`src/rtl/nor_flash_seq_pkg.sv`:
```
package nor_flash_seq_pkg;
  typedef enum logic [2:0] {S_IDLE, S_CMD, S_POLL, S_ABORT, S_RESP} seq_state_e;
  typedef enum logic [2:0] {PH_IDLE, PH_SETUP, PH_PULSE, PH_HOLD, PH_READ} bus_phase_e;
  localparam logic [10:0] UNLOCK_A = 11'h555;
  localparam logic [10:0] UNLOCK_B = 11'h2AA;
  localparam logic [7:0]  KEY_A    = 8'hAA;
  localparam logic [7:0]  KEY_B    = 8'h55;
  localparam logic [7:0]  CMD_PROG = 8'hA0;
  localparam logic [7:0]  CMD_ERSU = 8'h80;
  localparam logic [7:0]  CMD_CHIP = 8'h10;
  localparam logic [7:0]  CMD_RST  = 8'hF0;
endpackage

```
`src/rtl/nor_cmd_rom.sv`:
```
module nor_cmd_rom
  import nor_flash_seq_pkg::*;
#(
  parameter int AW = 20
) (
  input  logic          erase_i,
  input  logic [2:0]    idx_i,
  input  logic [AW-1:0] tgt_addr_i,
  input  logic [7:0]    tgt_data_i,
  output logic [AW-1:0] addr_o,
  output logic [7:0]    data_o,
  output logic          last_o
);
  always_comb begin
    addr_o = AW'(UNLOCK_A);
    data_o = KEY_A;
    case (idx_i)
      3'd1, 3'd4: begin
        addr_o = AW'(UNLOCK_B);
        data_o = KEY_B;
      end
      3'd2: data_o = erase_i ? CMD_ERSU : CMD_PROG;
      3'd3: if (!erase_i) begin
        addr_o = tgt_addr_i;
        data_o = tgt_data_i;
      end
      3'd5: data_o = CMD_CHIP;
      default: ;
    endcase
  end

  assign last_o = erase_i ? (idx_i == 3'd5) : (idx_i == 3'd3);
endmodule

```
`src/rtl/nor_bus_cycle.sv`:
```
module nor_bus_cycle
  import nor_flash_seq_pkg::*;
#(
  parameter int AW        = 20,
  parameter int SETUP_CLK = 2,
  parameter int PULSE_CLK = 4,
  parameter int HOLD_CLK  = 1,
  parameter int READ_CLK  = 3
) (
  input  logic          clk_i,
  input  logic          rst_ni,
  input  logic          start_i,
  input  logic          wr_i,
  input  logic [AW-1:0] addr_i,
  input  logic [7:0]    data_i,
  output logic          idle_o,
  output logic          done_o,
  output logic          rd_d7_o,
  output logic [AW-1:0] flash_addr_o,
  output logic [7:0]    flash_dq_o,
  output logic          flash_dq_oe_o,
  input  logic          flash_d7_i,
  output logic          flash_ce_no,
  output logic          flash_we_no,
  output logic          flash_oe_no
);
  localparam int M1 = SETUP_CLK > PULSE_CLK ? SETUP_CLK : PULSE_CLK;
  localparam int M2 = HOLD_CLK > READ_CLK ? HOLD_CLK : READ_CLK;
  localparam int MAXC = M1 > M2 ? M1 : M2;
  localparam int CW = $clog2(MAXC + 1);

  bus_phase_e    phase_q;
  logic [CW-1:0] cnt_q;
  logic [AW-1:0] addr_q;
  logic [7:0]    data_q;
  logic          wr_q;
  int            len;
  logic          last;

  always_comb begin
    case (phase_q)
      PH_SETUP: len = SETUP_CLK;
      PH_PULSE: len = PULSE_CLK;
      PH_HOLD:  len = HOLD_CLK;
      PH_READ:  len = READ_CLK;
      default:  len = 1;
    endcase
  end
  assign last = (cnt_q == CW'(len - 1));

  always_ff @(posedge clk_i or negedge rst_ni) begin
    if (!rst_ni) begin
      phase_q <= PH_IDLE;
      cnt_q   <= '0;
      addr_q  <= '0;
      data_q  <= '0;
      wr_q    <= 1'b0;
    end else if (phase_q == PH_IDLE) begin
      if (start_i) begin
        phase_q <= wr_i ? PH_SETUP : PH_READ;
        cnt_q   <= '0;
        addr_q  <= addr_i;
        data_q  <= data_i;
        wr_q    <= wr_i;
      end
    end else if (last) begin
      cnt_q <= '0;
      case (phase_q)
        PH_SETUP: phase_q <= PH_PULSE;
        PH_PULSE: phase_q <= PH_HOLD;
        default:  phase_q <= PH_IDLE;
      endcase
    end else begin
      cnt_q <= cnt_q + 1'b1;
    end
  end

  assign idle_o        = (phase_q == PH_IDLE);
  assign done_o        = last && (phase_q == PH_HOLD || phase_q == PH_READ);
  assign rd_d7_o       = flash_d7_i;
  assign flash_addr_o  = addr_q;
  assign flash_dq_o    = data_q;
  assign flash_dq_oe_o = wr_q && phase_q != PH_IDLE && phase_q != PH_READ;
  assign flash_ce_no   = (phase_q == PH_IDLE);
  assign flash_we_no   = (phase_q != PH_PULSE);
  assign flash_oe_no   = (phase_q != PH_READ);
endmodule

```
`src/rtl/nor_flash_seq.sv`:
```
module nor_flash_seq
  import nor_flash_seq_pkg::*;
#(
  parameter int AW         = 20,
  parameter int SETUP_CLK  = 2,
  parameter int PULSE_CLK  = 4,
  parameter int HOLD_CLK   = 1,
  parameter int READ_CLK   = 3,
  parameter int POLL_LIMIT = 4096
) (
  input  logic          clk_i,
  input  logic          rst_ni,
  input  logic          req_valid_i,
  output logic          req_ready_o,
  input  logic          req_erase_i,
  input  logic [AW-1:0] req_addr_i,
  input  logic [7:0]    req_data_i,
  output logic          done_o,
  output logic          err_o,
  output logic [AW-1:0] flash_addr_o,
  output logic [7:0]    flash_dq_o,
  output logic          flash_dq_oe_o,
  input  logic [7:0]    flash_dq_i,
  output logic          flash_ce_no,
  output logic          flash_we_no,
  output logic          flash_oe_no
);
  localparam int PW = $clog2(POLL_LIMIT + 1);

  seq_state_e    state_q;
  logic          erase_q, err_q;
  logic [AW-1:0] tgt_addr_q;
  logic [7:0]    tgt_data_q;
  logic [2:0]    idx_q;
  logic [PW-1:0] poll_q;

  logic [AW-1:0] rom_addr, bus_addr;
  logic [7:0]    rom_data, bus_data;
  logic          rom_last, bus_wr, bus_start, bus_idle, bus_done, rd_d7, poll_hit;
  logic [6:0]    dq_low_unused;

  assign dq_low_unused = flash_dq_i[6:0];

  nor_cmd_rom #(.AW(AW)) u_rom (
    .erase_i(erase_q), .idx_i(idx_q), .tgt_addr_i(tgt_addr_q), .tgt_data_i(tgt_data_q),
    .addr_o(rom_addr), .data_o(rom_data), .last_o(rom_last)
  );

  always_comb begin
    bus_wr   = 1'b1;
    bus_addr = rom_addr;
    bus_data = rom_data;
    if (state_q == S_POLL) begin
      bus_wr   = 1'b0;
      bus_addr = tgt_addr_q;
      bus_data = '0;
    end else if (state_q == S_ABORT) begin
      bus_addr = '0;
      bus_data = CMD_RST;
    end
  end

  assign bus_start = bus_idle && (state_q == S_CMD || state_q == S_POLL || state_q == S_ABORT);
  assign poll_hit  = rd_d7 == (erase_q ? 1'b1 : tgt_data_q[7]);

  nor_bus_cycle #(
    .AW(AW), .SETUP_CLK(SETUP_CLK), .PULSE_CLK(PULSE_CLK),
    .HOLD_CLK(HOLD_CLK), .READ_CLK(READ_CLK)
  ) u_bus (
    .clk_i, .rst_ni,
    .start_i(bus_start), .wr_i(bus_wr), .addr_i(bus_addr), .data_i(bus_data),
    .idle_o(bus_idle), .done_o(bus_done), .rd_d7_o(rd_d7),
    .flash_addr_o, .flash_dq_o, .flash_dq_oe_o,
    .flash_d7_i(flash_dq_i[7]),
    .flash_ce_no, .flash_we_no, .flash_oe_no
  );

  always_ff @(posedge clk_i or negedge rst_ni) begin
    if (!rst_ni) begin
      state_q    <= S_IDLE;
      erase_q    <= 1'b0;
      err_q      <= 1'b0;
      tgt_addr_q <= '0;
      tgt_data_q <= '0;
      idx_q      <= '0;
      poll_q     <= '0;
    end else begin
      case (state_q)
        S_IDLE: if (req_valid_i) begin
          state_q    <= S_CMD;
          erase_q    <= req_erase_i;
          tgt_addr_q <= req_addr_i;
          tgt_data_q <= req_data_i;
          idx_q      <= '0;
          poll_q     <= '0;
          err_q      <= 1'b0;
        end
        S_CMD: if (bus_done) begin
          if (rom_last) state_q <= S_POLL;
          else          idx_q   <= idx_q + 1'b1;
        end
        S_POLL: if (bus_done) begin
          if (poll_hit)                              state_q <= S_RESP;
          else if (poll_q == PW'(POLL_LIMIT - 1))    state_q <= S_ABORT;
          else                                       poll_q  <= poll_q + 1'b1;
        end
        S_ABORT: if (bus_done) begin
          err_q   <= 1'b1;
          state_q <= S_RESP;
        end
        default: state_q <= S_IDLE;
      endcase
    end
  end

  assign req_ready_o = (state_q == S_IDLE);
  assign done_o      = (state_q == S_RESP);
  assign err_o       = done_o && err_q;
endmodule

```
`config.mk`:
```
export PLATFORM = sky130hd
export DESIGN_NAME = nor_flash_seq
export DESIGN_NICKNAME = d
export VERILOG_FILES = /design/src/rtl/nor_flash_seq_pkg.sv /design/src/rtl/nor_cmd_rom.sv /design/src/rtl/nor_bus_cycle.sv /design/src/rtl/nor_flash_seq.sv
export SDC_FILE = /design/constraint.sdc
export NUM_CORES = 1
export LEC_CHECK = 0
export ABC_AREA = 0
export BUFFER_PORTS_ARGS = -buffer_cell sky130_fd_sc_hd__buf_2
export CORE_MARGIN = 2
export CORE_UTILIZATION = 35
export CTS_CLUSTER_DIAMETER = 100
export DETAILED_ROUTE_END_ITERATION = 12
export GPL_TIMING_DRIVEN = 1
export SKIP_LAST_GASP = 1
export SYNTH_ARGS = -nofsm -noshare
export SYNTH_HDL_FRONTEND = slang
export SYNTH_SLANG_ARGS = --single-unit
```
`constraint.sdc`:
```
create_clock -name clk_i -period 2.3 [get_ports clk_i]
set_input_delay 0.345 -clock clk_i [delete_from_list [all_inputs] [get_ports clk_i]]
set_output_delay 0.345 -clock clk_i [all_outputs]
set_load 0.05 [all_outputs]
```
==> flow_metrics.py <==
metrics = {
    "floorplan": {
        "die_h_um": 113,
        "floorplan_die_area_sq_um": 12700,
        "die_w_um": 113,
        "floorplan.core_area_sq_um": 11500,
        "io-pin-count": 75,
        "floorplan.initialDensity_pct": 35.9,
        "fp-row-count": 39,
    },
    "layout": {
        "layout.cell_area.non_filler_sq_um": 5000,
        "layout-drive-gt1-share_pct": 19.3,
        "finalNetCount": 595,
        "area.growth.synth_to_final_pct": 21.4,
        "fillCellCount": 1146,
        "antenna-diode-count": 0,
    },
    "sta": {
        "tns_ps": 0,
        "holdWs_ps": 192,
        "final_hold_viol_count": 0,
        "grt_setup_unrepaired": "false",
        "timing.final.max_slew_violations": 0,
        "max_slew.worst_pin.slew_ps": 487,
        "maxClockFrequency_mhz": 450,
        "post-route-min-period_ps": 2220,
        "finalClockSkew_ps": 7.66,
        "report.final.setup_viol": 0,
        "final_min_period_over_clock_period_pct": 96.6,
        "max_slew_margin_pct": 67.3,
    },
    "setup_path": {
        "timing.critical_path.cells": "buf_4 > nor2_1 > and3_1 > buf_2",
        "cp_slowest_stage_delay_ps": 490,
        "worst_ep_required_time_ps": 1960,
        "worst_setup_path_end_kind": "output port",
        "cpMaxStageDelayCell": "sky130_fd_sc_hd__dfrtp_1",
        "critical_path_buf_inv_count": 2,
        "critical_path_class": "flop to output port",
        "critical_path.top_delay_family": "simple AND/OR/NAND/NOR gates",
        "worstPathMaxFanout": 9,
        "cp_data_arrival_time_ps": 1880,
        "critical_path.startpoint_type": "flop",
    },
    "cts": {
        "clock_path_buffers": 2,
        "cts_num_sinks": 84,
        "tritoncts": "built",
        "cts_buffers": 9,
        "cts.root.buffer_cell": "sky130_fd_sc_hd__clkbuf_16",
        "clock_insertion_delay_worst_skew_ps": 340,
        "htree_num_levels": 3,
        "clock_edge_transition_at_the_registers_on_the_reported_setup_and_hold_paths_ps": 70,
        "cts.repair_timing.setup_buffer_count": 0,
    },
    "pwr": {
        "peakVddDrop_uv": 588,
        "power_leakage_nw": 2.48,
        "p_per_area_nw_per_um2": 1500,
    },
    "run_status": {
        "run_status": "finished clean",
    },
    "place": {
        "placedInstanceArea_sq_um": 4680,
        "hpwl_um": 6960,
        "place.gp.congestion": 0.803,
        "buffer_ports.inserted": 67,
    },
    "synthesis": {
        "synth.net_count": 525,
        "synthesis.area_per_instance_sq_um": 8.62,
        "post_synth_instance_area_sq_um": 4120,
        "post_synth_inst_count": 478,
        "synth-edff-count": 0,
        "share_of_synthesized_area_occupied_by_flip_flops_and_latches_pct": 51.0,
        "ys_seq_elements": 84,
        "distinct_cell_type_count_of_the_synthesized_netlist": 54,
        "ys_warn_count": 0,
        "asyncSetResetFlopFracSynth_pct": 100,
        "ys_dominant_reg_cell": "sky130_fd_sc_hd__dfrtp_1",
    },
    "detailed_routing": {
        "wl_per_cell_um": 14.4,
        "dr.pass1.iters": 4,
        "drt_iter0_drc": 114,
        "wl_um": 9990,
        "antenna_left": 0,
        "via_density_per_instance": 5.10,
        "route.detailed.drc": 0,
        "via_count": 3550,
    },
    "global_routing": {
        "grt_pass1_vias": 3463,
        "grt_max_degree": 56,
        "grt_overflow_total": 0,
        "grt_antenna_before_repair": 0,
        "grt_first_pass_wirelength_um": 16900,
        "track_usage_pct": 16.4,
    },
    "flow_run": {
        "max_cap_viol_count": 0,
    },
    "hold_path": {
        "min-delay-path-class": "input pin to flop",
    },
}
-- synthesized netlist by cell type (2+ instances only) --
cell type	n	share of area, %
sky130_fd_sc_hd__and3_1	4	0.61
sky130_fd_sc_hd__a21oi_1	30	3.6
sky130_fd_sc_hd__o21a_1	2	0.36
sky130_fd_sc_hd__o2bb2ai_1	2	0.43
sky130_fd_sc_hd__dfrtp_1	84	51
sky130_fd_sc_hd__o21ai_1	3	0.36
sky130_fd_sc_hd__nor4b_1	2	0.43
sky130_fd_sc_hd__a31oi_1	3	0.46
sky130_fd_sc_hd__o21ai_0	34	4.1
sky130_fd_sc_hd__mux2i_1	2	0.49
sky130_fd_sc_hd__ha_1	7	2.1
sky130_fd_sc_hd__and2_1	2	0.30
sky130_fd_sc_hd__nand4_1	3	0.46
sky130_fd_sc_hd__inv_1	10	0.91
sky130_fd_sc_hd__clkbuf_1	22	2.0
sky130_fd_sc_hd__nor2b_1	4	0.61
sky130_fd_sc_hd__nor2_1	34	3.1
sky130_fd_sc_hd__and4_1	2	0.43
sky130_fd_sc_hd__a211oi_1	3	0.55
sky130_fd_sc_hd__nand4b_1	3	0.64
sky130_fd_sc_hd__nor3_1	3	0.36
sky130_fd_sc_hd__nand2b_1	6	0.91
sky130_fd_sc_hd__nand3_1	17	2.1
sky130_fd_sc_hd__o31ai_1	2	0.36
sky130_fd_sc_hd__nand2_1	146	13
sky130_fd_sc_hd__xnor2_1	7	1.5
sky130_fd_sc_hd__or3_1	6	0.91
sky130_fd_sc_hd__nor3b_1	3	0.55
sky130_fd_sc_hd__a22o_1	3	0.64
sky130_fd_sc_hd__nor4_1	5	0.76
-- state kept, by name (all words and copies together) (netlist names) --
signal and cells:
erase_q 1, err_q 1, idx_q 3, poll_q 13, state_q 3, tgt_addr_q 20, tgt_data_q 8, u_bus.cnt_q 3
u_bus.flash_addr_o 20, u_bus.flash_dq_o 8, u_bus.phase_q 3, u_bus.wr_q 1
-- through the flow --
step / total power [mW] / util, % / setup slack [ps] / cells
2_1_floorplan: 5.06 / - / 161 / 478
3_3_place_gp: 5.95 / 40.9 / 296 / 679
3_5_place_dp: 6.04 / 40.9 / 275 / 679
4_1_cts: 7.57 / 43.6 / 86.4 / 696
5_1_grt: 8.09 / 43.6 / 10.9 / 696
6_report: 7.49 / 43.6 / 77.2 / 696
-- worst reg2reg max path, stage by stage, from the launching register on --
cell and delay, ps:
sky130_fd_sc_hd__dfrtp_1 500, sky130_fd_sc_hd__nor4bb_1 400, sky130_fd_sc_hd__o21ai_1 150, sky130_fd_sc_hd__or3_4 420, sky130_fd_sc_hd__or3_1 360, sky130_fd_sc_hd__a21oi_1 140
-- path summary, 6_finish.rpt --
path | startpoint | to | slack, ps | cells past startpoint
min in group asynchronous | rst_ni | state_q[1] | 490 | 2
min reg2reg | u_bus.flash_addr_o[17] | u_bus.flash_addr_o[17] | 460 | 2
min | req_data_i[1] | tgt_data_q[1] | 190 | 3
max | state_q[1] | err_o | 80 | 4
max in group asynchronous | rst_ni | u_bus.phase_q[0] | 1180 | 3
max reg2reg | u_bus.phase_q[0] | poll_q[9] | 250 | 5
-- layout by cell type, fill, tap and decap left out, types with 3 or more instances in the layout --
master                      count
sky130_fd_sc_hd__nand2_1      146
sky130_fd_sc_hd__dfrtp_1       84
sky130_fd_sc_hd__buf_2         66
sky130_fd_sc_hd__nor2_1        34
sky130_fd_sc_hd__o21ai_0       34
sky130_fd_sc_hd__a21oi_1       30
sky130_fd_sc_hd__nand3_1       17
sky130_fd_sc_hd__buf_4         16
sky130_fd_sc_hd__inv_1         10
sky130_fd_sc_hd__clkbuf_16      9
sky130_fd_sc_hd__xnor2_1        7
sky130_fd_sc_hd__ha_1           7
sky130_fd_sc_hd__nand2b_1       6
sky130_fd_sc_hd__or3_1          6
sky130_fd_sc_hd__nor4_1         5
sky130_fd_sc_hd__nor2b_1        4
sky130_fd_sc_hd__and3_1         4
sky130_fd_sc_hd__a211oi_1       3
sky130_fd_sc_hd__o21ai_1        3
sky130_fd_sc_hd__a31oi_1        3
sky130_fd_sc_hd__nand4_1        3
sky130_fd_sc_hd__a22o_1         3
sky130_fd_sc_hd__nor3b_1        3
sky130_fd_sc_hd__nand4b_1       3
sky130_fd_sc_hd__inv_6          3
-- per-layer routing --
metal | share of wire (%) | vias to the layer above | GRT usage, %
met4 | 0.96 | 0 | 6.26
met5 | 0 | - | 0
met1 | 47 | 1699 | 22.3
met3 | 4.3 | 8 | 3.13
met2 | 48 | 75 | 26.1
li1 | - | 1768 | -
-- cell families (layout without fill, tap and decap cells) --
kind of cell | after synthesis | in the layout | share of synthesized area, %
multiplexers | 3 | 3 | 0.759
XOR/XNOR | 8 | 8 | 1.70
buffers and inverters | 36 | 111 | 3.58
flip-flops | 84 | 84 | 51.0
adder cells (fa/ha/maj) | 7 | 7 | 2.13
AND/OR/NAND/NOR | 248 | 248 | 27.8
AO/OA/AOI/OAI | 92 | 92 | 13.1
-- area by class of cell --
cell class	count	area [sq um]	share of cell area, %
Clock inverter	7	81.3	1.63
Timing Repair Buffer	85	500	10.0
Inverter	10	37.5	0.751
Clock buffer	9	225	4.50
Sequential cell	84	2100	42.0
Tap cell	143	179	3.58
Multi-Input combinational cell	358	1880	37.5
-- power breakdown --
part / total (mW) / switching [mW] / internal [mW] / leakage (nW)
combinational: 3.49 / 2.38 / 1.11 / 1.26
clock: 1.49 / 0.633 / 0.861 / 0.153
sequential: 2.51 / 0.447 / 2.06 / 1.07
total: 7.49 / 3.46 / 4.03 / 2.48
-- what timing repair did --
item	in CTS	in global routing
gates resized for setup	0	0
endpoints found under the hold margin	29	0
setup endpoints to repair	0	0
hold buffers	1	0
Power figures use the tool's default switching activity.
